--- src/rtl/trap_arb_pkg.sv ---
package trap_arb_pkg;

   localparam int NSRC   = 8;
   localparam int CODE_W = 9;
   localparam int PRIO_W = 6;

   typedef enum logic [1:0] {
      CAUSE_NONE   = 2'd0,
      CAUSE_WDOG   = 2'd1,
      CAUSE_TRAPMX = 2'd2,
      CAUSE_SWRMX  = 2'd3
   } err_cause_e;

   // type code of request line i (MMU lines report their range base)
   function automatic logic [CODE_W-1:0] src_code(input int i);
      case (i)
         0:       return 9'h040;
         1:       return 9'h060;
         2:       return 9'h061;
         3:       return 9'h062;
         4:       return 9'h063;
         5:       return 9'h064;
         6:       return 9'h068;
         default: return 9'h06C;
      endcase
   endfunction

   // priority number of request line i, lower wins
   function automatic logic [PRIO_W-1:0] src_prio(input int i);
      case (i)
         0:       return 6'd2;
         1:       return 6'd16;
         2:       return 6'd12;
         3:       return 6'd1;
         4:       return 6'd33;
         5:       return 6'd2;
         6:       return 6'd12;
         default: return 6'd12;
      endcase
   endfunction

endpackage

--- src/rtl/trap_pick.sv ---
module trap_pick
   import trap_arb_pkg::*;
#(
   parameter int N     = NSRC,
   localparam int KEY_W = PRIO_W + CODE_W
) (
   input  logic [N-1:0]      req,
   output logic              any,
   output logic [CODE_W-1:0] code
);

   if (N != NSRC) begin : g_bad_n
      $error("trap_pick: N must equal the package source count");
   end

   logic [KEY_W-1:0] key [N];
   logic [KEY_W-1:0] best;

   // sort key: priority number above, code below, so ties go to the lower code
   for (genvar g = 0; g < N; g++) begin : g_key
      assign key[g] = {src_prio(g), src_code(g)};
   end

   always_comb begin
      best = '1;
      for (int i = 0; i < N; i++) begin
         if (req[i] && (key[i] < best)) best = key[i];
      end
   end

   assign any  = |req;
   assign code = best[CODE_W-1:0];

endmodule

--- src/rtl/trap_lvl_ctr.sv ---
module trap_lvl_ctr #(
   parameter int MAX_TL = 5,
   parameter int TL_W   = $clog2(MAX_TL + 1)
) (
   input  logic            clk,
   input  logic            rst_n,
   input  logic            inc,
   input  logic            dec,
   input  logic            clr,
   output logic [TL_W-1:0] lvl,
   output logic            at_max
);

   localparam logic [TL_W-1:0] TOP = TL_W'(MAX_TL);

   assign at_max = (lvl == TOP);

   always_ff @(posedge clk or negedge rst_n) begin
      if (!rst_n)                  lvl <= '0;
      else if (clr)                lvl <= '0;
      else if (inc && !at_max)     lvl <= lvl + 1'b1;
      else if (dec && lvl != '0)   lvl <= lvl - 1'b1;
   end

endmodule

--- src/rtl/trap_wdog.sv ---
module trap_wdog #(
   parameter int WDOG_BITS = 33,
   localparam int CNT_W    = WDOG_BITS + 1
) (
   input  logic             clk,
   input  logic             rst_n,
   input  logic             clr,
   input  logic             tick,
   input  logic             hold,
   output logic             expire,
   output logic [CNT_W-1:0] count
);

   localparam logic [CNT_W-1:0] LIMIT = CNT_W'(1) << WDOG_BITS;

   assign expire = tick && !hold && !clr && (count == LIMIT - 1'b1);

   always_ff @(posedge clk or negedge rst_n) begin
      if (!rst_n)         count <= '0;
      else if (clr)       count <= '0;
      else if (hold)      count <= count;
      else if (tick)      count <= count + 1'b1;
   end

endmodule

--- src/rtl/trap_arb_errctl.sv ---
module trap_arb_errctl
   import trap_arb_pkg::*;
#(
   parameter int  MAX_TL    = 5,
   parameter int  WDOG_BITS = 33,
   localparam int TL_W      = $clog2(MAX_TL + 1)
) (
   input  logic              clk,
   input  logic              por_n,
   input  logic [NSRC-1:0]   trap_req,
   input  logic              sw_rst_req,
   input  logic              retire_pulse,
   input  logic              trap_ret,
   input  logic              tick_en,
   input  logic              wdr_en,
   output logic [CODE_W-1:0] trap_type,
   output logic              trap_taken,
   output logic [TL_W-1:0]   trap_level,
   output logic              err_state,
   output logic [1:0]        err_cause,
   output logic              wd_reset
);

   localparam int CNT_W = WDOG_BITS + 1;

   if (MAX_TL < 1) begin : g_bad_tl
      $error("trap_arb_errctl: MAX_TL must be at least 1");
   end
   if (WDOG_BITS < 2 || WDOG_BITS > 62) begin : g_bad_wd
      $error("trap_arb_errctl: WDOG_BITS out of range");
   end

   logic              any_req, at_max, expire, norm;
   logic              sw_err, trap_err, enter_err, take, dec;
   logic [CODE_W-1:0] win_code;
   logic [CNT_W-1:0]  wd_count;
   err_cause_e        cause_q;

   trap_pick #(.N(NSRC)) u_pick (
      .req  (trap_req),
      .any  (any_req),
      .code (win_code)
   );

   trap_wdog #(.WDOG_BITS(WDOG_BITS)) u_wdog (
      .clk    (clk),
      .rst_n  (por_n),
      .clr    (wd_reset | (retire_pulse & ~err_state)),
      .tick   (tick_en),
      .hold   (err_state),
      .expire (expire),
      .count  (wd_count)
   );

   trap_lvl_ctr #(.MAX_TL(MAX_TL), .TL_W(TL_W)) u_lvl (
      .clk    (clk),
      .rst_n  (por_n),
      .inc    (take),
      .dec    (dec),
      .clr    (wd_reset),
      .lvl    (trap_level),
      .at_max (at_max)
   );

   assign norm      = !err_state && !wd_reset;
   assign sw_err    = norm && sw_rst_req && at_max;
   assign trap_err  = norm && any_req && at_max;
   assign enter_err = expire || sw_err || trap_err;
   assign take      = norm && any_req && !at_max && !expire;
   assign dec       = norm && trap_ret && !take && !enter_err;

   always_ff @(posedge clk or negedge por_n) begin
      if (!por_n) begin
         trap_type  <= '0;
         trap_taken <= 1'b0;
         err_state  <= 1'b0;
         wd_reset   <= 1'b0;
         cause_q    <= CAUSE_NONE;
      end else begin
         trap_taken <= take;
         if (take) trap_type <= win_code;
         if (wd_reset) begin
            err_state <= 1'b0;
            wd_reset  <= 1'b0;
         end else if (err_state) begin
            wd_reset  <= wdr_en;
         end else if (enter_err) begin
            err_state <= 1'b1;
            if (expire)      cause_q <= CAUSE_WDOG;
            else if (sw_err) cause_q <= CAUSE_SWRMX;
            else             cause_q <= CAUSE_TRAPMX;
         end
      end
   end

   assign err_cause = cause_q;

endmodule

--- config.mk ---
export PLATFORM = sky130hd
export DESIGN_NAME = trap_arb_errctl
export DESIGN_NICKNAME = d
export VERILOG_FILES = /design/src/rtl/trap_arb_pkg.sv /design/src/rtl/trap_pick.sv /design/src/rtl/trap_lvl_ctr.sv /design/src/rtl/trap_wdog.sv /design/src/rtl/trap_arb_errctl.sv
export SDC_FILE = /design/constraint.sdc
export NUM_CORES = 1
export LEC_CHECK = 0
export BUFFER_PORTS_ARGS = -buffer_cell sky130_fd_sc_hd__buf_4
export CAP_MARGIN = 0
export CORE_MARGIN = 10
export CORE_UTILIZATION = 53
export CTS_CLUSTER_SIZE = 10
export DETAILED_ROUTE_END_ITERATION = 8
export GPL_TIMING_DRIVEN = 0
export PLACE_DENSITY_LB_ADDON = 0.08
export SLEW_MARGIN = 40
export SYNTH_ARGS = -nofsm -noshare
export SYNTH_HDL_FRONTEND = slang
export SYNTH_HIERARCHICAL = 1
export SYNTH_SLANG_ARGS = --single-unit
--- constraint.sdc ---
create_clock -name clk -period 3.29 [get_ports clk]
set_clock_uncertainty 0.05 [all_clocks]
set_input_delay 0.658 -clock clk [delete_from_list [all_inputs] [get_ports clk]]
set_output_delay 0.658 -clock clk [all_outputs]
set_load 0.05 [all_outputs]
==> out/summary.txt <==
status: complete, no violations
Yosys reg bits: 51
DRC marker count from the first detailed-route iteration: 167
Worst VDD drop: 0.6363 mV
final max-slew violation count: 0
fill count: 427
clock root buffer master: clkbuf_8
multi-input logic area: 1495 µm²
CTS max path bufs: 2
cell family with most CP delay: simple AND/OR/NAND/NOR gates
Post-Layout Cell Count: 413
Power Internal: 1.299 mW
TritonCTS clock tree: done
Total Routing Usage GR: 14.85%
GP Congestion: 0.8086
layout cells sized above 1: 28.28%
Clock Latency Late Sink: 0.30 ns
NumNets Final: 359
most common cell in the synthesized netlist: dfrtp_1
commonest cells in the netlist: dfrtp_1 (51), nor2_1 (24), a21oi_1 (21)
H-tree level count: 2
row count: 26
initial antenna violation count: 0
CP peak stage delay: 0.53 ns
max-cap violations: 0
clock sink count: 51
cts bufs inserted: 5
Avg Cell Area, Syn: 9.881 µm²
Net Sw Power: 0.9041 mW
Synth Net Count: 310
hold slack: 0.3158 ns
crit path launch type: flip-flop
static leakage: 1.519 nW
Antenna diodes: 0
Worst Path Buf+Inv: 4
synthesized area: 2895 µm²
Tcrit/Tclk final: 95.14%
die span in x: 93.91 µm
Starting Density: 55.63%
Setup-failing EPs final: 0
io pins: 32
DRC errors left: 0
Worst-path clk slew: 0.09 ns
reg2reg path depth: 15
antenna viol nets, final: 0
I/O Buffers: 31
final hold vios: 0
area grow syn2layout: 18.97%
CP max stage cell: or4_4
R2R Setup Slk: 0.16 ns
vias in the first global route: 2320
worst r2r src: u_wdog/count[0]
yosys warns: 6
sequential area share after synthesis: 44.08%
die area: 8819 µm²
asr flop ratio synth: 100.0%
dominant synthesized flop cell: dfrtp_1
post-detail-place hpwl: 4426 µm
class of the worst hold path: input pin to async pin
Avg Vias per Cell: 5.760
crit path cell chain: ha_1 > and3b_1 > clkbuf_8 > nand4_4 > or4_4 > nor3_4 > nand4bb_1 > buf_6 > inv_2 > inv_2 > nor2_1 > fa_2 > o211a_1 > a211oi_2 > nor4_2
end of the worst register-to-register path: u_lvl/lvl[2]
setup TNS: 0 ns
placed cells: 394
drt pass-1 iters: 4
core area: 5205 µm²
Crit Path Max Fanout: 9
Slew HR: 56.54%
post-layout min period: 3.130 ns
Comb pwr share: 45.7%
Post-Syn Instances: 293
Slew @ Worst Pin: 0.6519 ns
PwrDens: 639.5 nW/µm²
Synth area leader: dfrtp_1
Unique masters post-synth: 59
FMAX: 0.3195 GHz
Worst EP required: 3.41 ns
Crit Path Category: flip-flop to flip-flop
share of the synthesized area in the top cell type: 44.08%
CP Capture Type: flip-flop
critical path data arrival time: 3.25 ns
CP most frequent cell: inv_2
FF+latch area: 1277 µm²
final WL: 6369 µm
EDFF count, synth: 0
Reg power frac: 36.4%
switching share of power: 41.04%
largest cells by area after synthesis: dfrtp_1 (44%), mux2_4 (4.7%), a21oi_1 (3.6%), nor2_1 (3.1%), nand3_1 (2.9%)
largest net degree at the start of global routing: 52
vias post-DR: 2379
Avg WL per Cell: 15.42 µm
global route overflow: 0
cts hold-fix bufs: 0
first-pass GRT wire length: 10820 µm
Die H: 93.91 µm
clock power share: 17.9%
[registers in the layout, summed over array words and instances (netlist names)]
signal,cells
trap_taken,1
u_lvl/lvl,3
u_wdog/count,34
wd_reset,1
err_state,1
err_cause,2
trap_type,9
[layout by cell type, fill, tap and decap left out, drive strengths merged, types with 2 or more instances in the layout]
cell type and n:
or4 14, nor2 25, dfrtp 51, nor3 6
a21oi 21, nor2b 6, clkbuf 15, xor2 4
mux2 15, o21ai 10, nor4 7, inv 13
or3 8, xnor2 6, a211oi 2, o21a 3
and4 5, nand2 18, nand4 7, and3 5
buf 51, o31ai 10, a31oi 2, o2bb2ai 2
and4b 2, nand3 17, nand4b 2
[power groups by stage]
stage	registers, mW	logic, mW	clock network (mW)
5_1_grt	0.818	1.09	0.430
4_1_cts	0.813	0.971	0.404
6_report	0.802	1.01	0.394
2_1_floorplan	1.05	0.465	0
3_3_place_gp	0.822	0.937	0
3_5_place_dp	0.822	0.963	0
[worst max path at each step]
| stage | from | to | slack (ns) | cells past startpoint |
|---|---|---|---|---|
| CTS | u_wdog/count[13] | u_lvl/lvl[2] | 0.09 | 14 |
| finish | u_wdog/count[0] | u_lvl/lvl[2] | 0.16 | 15 |
| global route | u_wdog/count[0] | u_lvl/lvl[2] | -0.01 | 15 |
| detailed placement | retire_pulse | u_lvl/lvl[1] | -0.65 | 14 |
| floorplan | tick_en | u_lvl/lvl[2] | 0.001 | 14 |
| global placement | retire_pulse | u_lvl/lvl[1] | -0.55 | 14 |
[cell type report]
| cell class | count | share of cell area (%) |
|---|---|---|
| Clock buffer | 8 | 2.906 |
| Tap cell | 70 | 2.543 |
| Sequential cell | 51 | 37.09 |
| Timing Repair Buffer | 43 | 9.372 |
| Inverter | 13 | 1.417 |
| Multi-Input combinational cell | 213 | 43.41 |
| Buffer | 15 | 3.269 |
[cells by family (layout without fill, tap and decap cells)]
kind of cell,Yosys count,in the layout,share of synthesized area [%]
buffers and inverters,29,79,5.358
other,1,1,0.1295
AND/OR/NAND/NOR,128,128,26.71
XOR/XNOR,10,10,3.025
AO/OA/AOI/OAI,56,56,12.23
multiplexers,16,16,7.346
flip-flops,51,51,44.08
adder cells (fa/ha/maj),2,2,1.124
[timing repair]
item / 4_1_cts / 5_1_grt
buffers inserted: 5 / 7
pin swaps: 1 / 2
gates resized for setup: 2 / 1
endpoints found under the setup margin: 2 / 2
hold endpoints to repair: 0 / 0
gates cloned: 0 / 0
[stage by stage]
step | area [µm²] | setup slack (ns) | total power, mW | util [%]
finish | 3445 | 0.1598 | 2.203 | 66.18
global route | 3445 | -0.01051 | 2.338 | 66.18
CTS | 3388 | 0.08792 | 2.188 | 65.10
detailed placement | 3248 | -0.6455 | 1.784 | 62.40
global placement | 3248 | -0.5515 | 1.759 | 62.40
floorplan | 2928 | 0.001456 | 1.515 | -
[layer usage]
layer,up-vias,routed length [µm],GRT usage (%)
met2,51,3047,23.73
li1,1171,-,-
met4,0,53,3.797
met5,-,0,0
met3,6,327,4.157
met1,1151,2941,19.26
(Power assumes the default switching activity.)
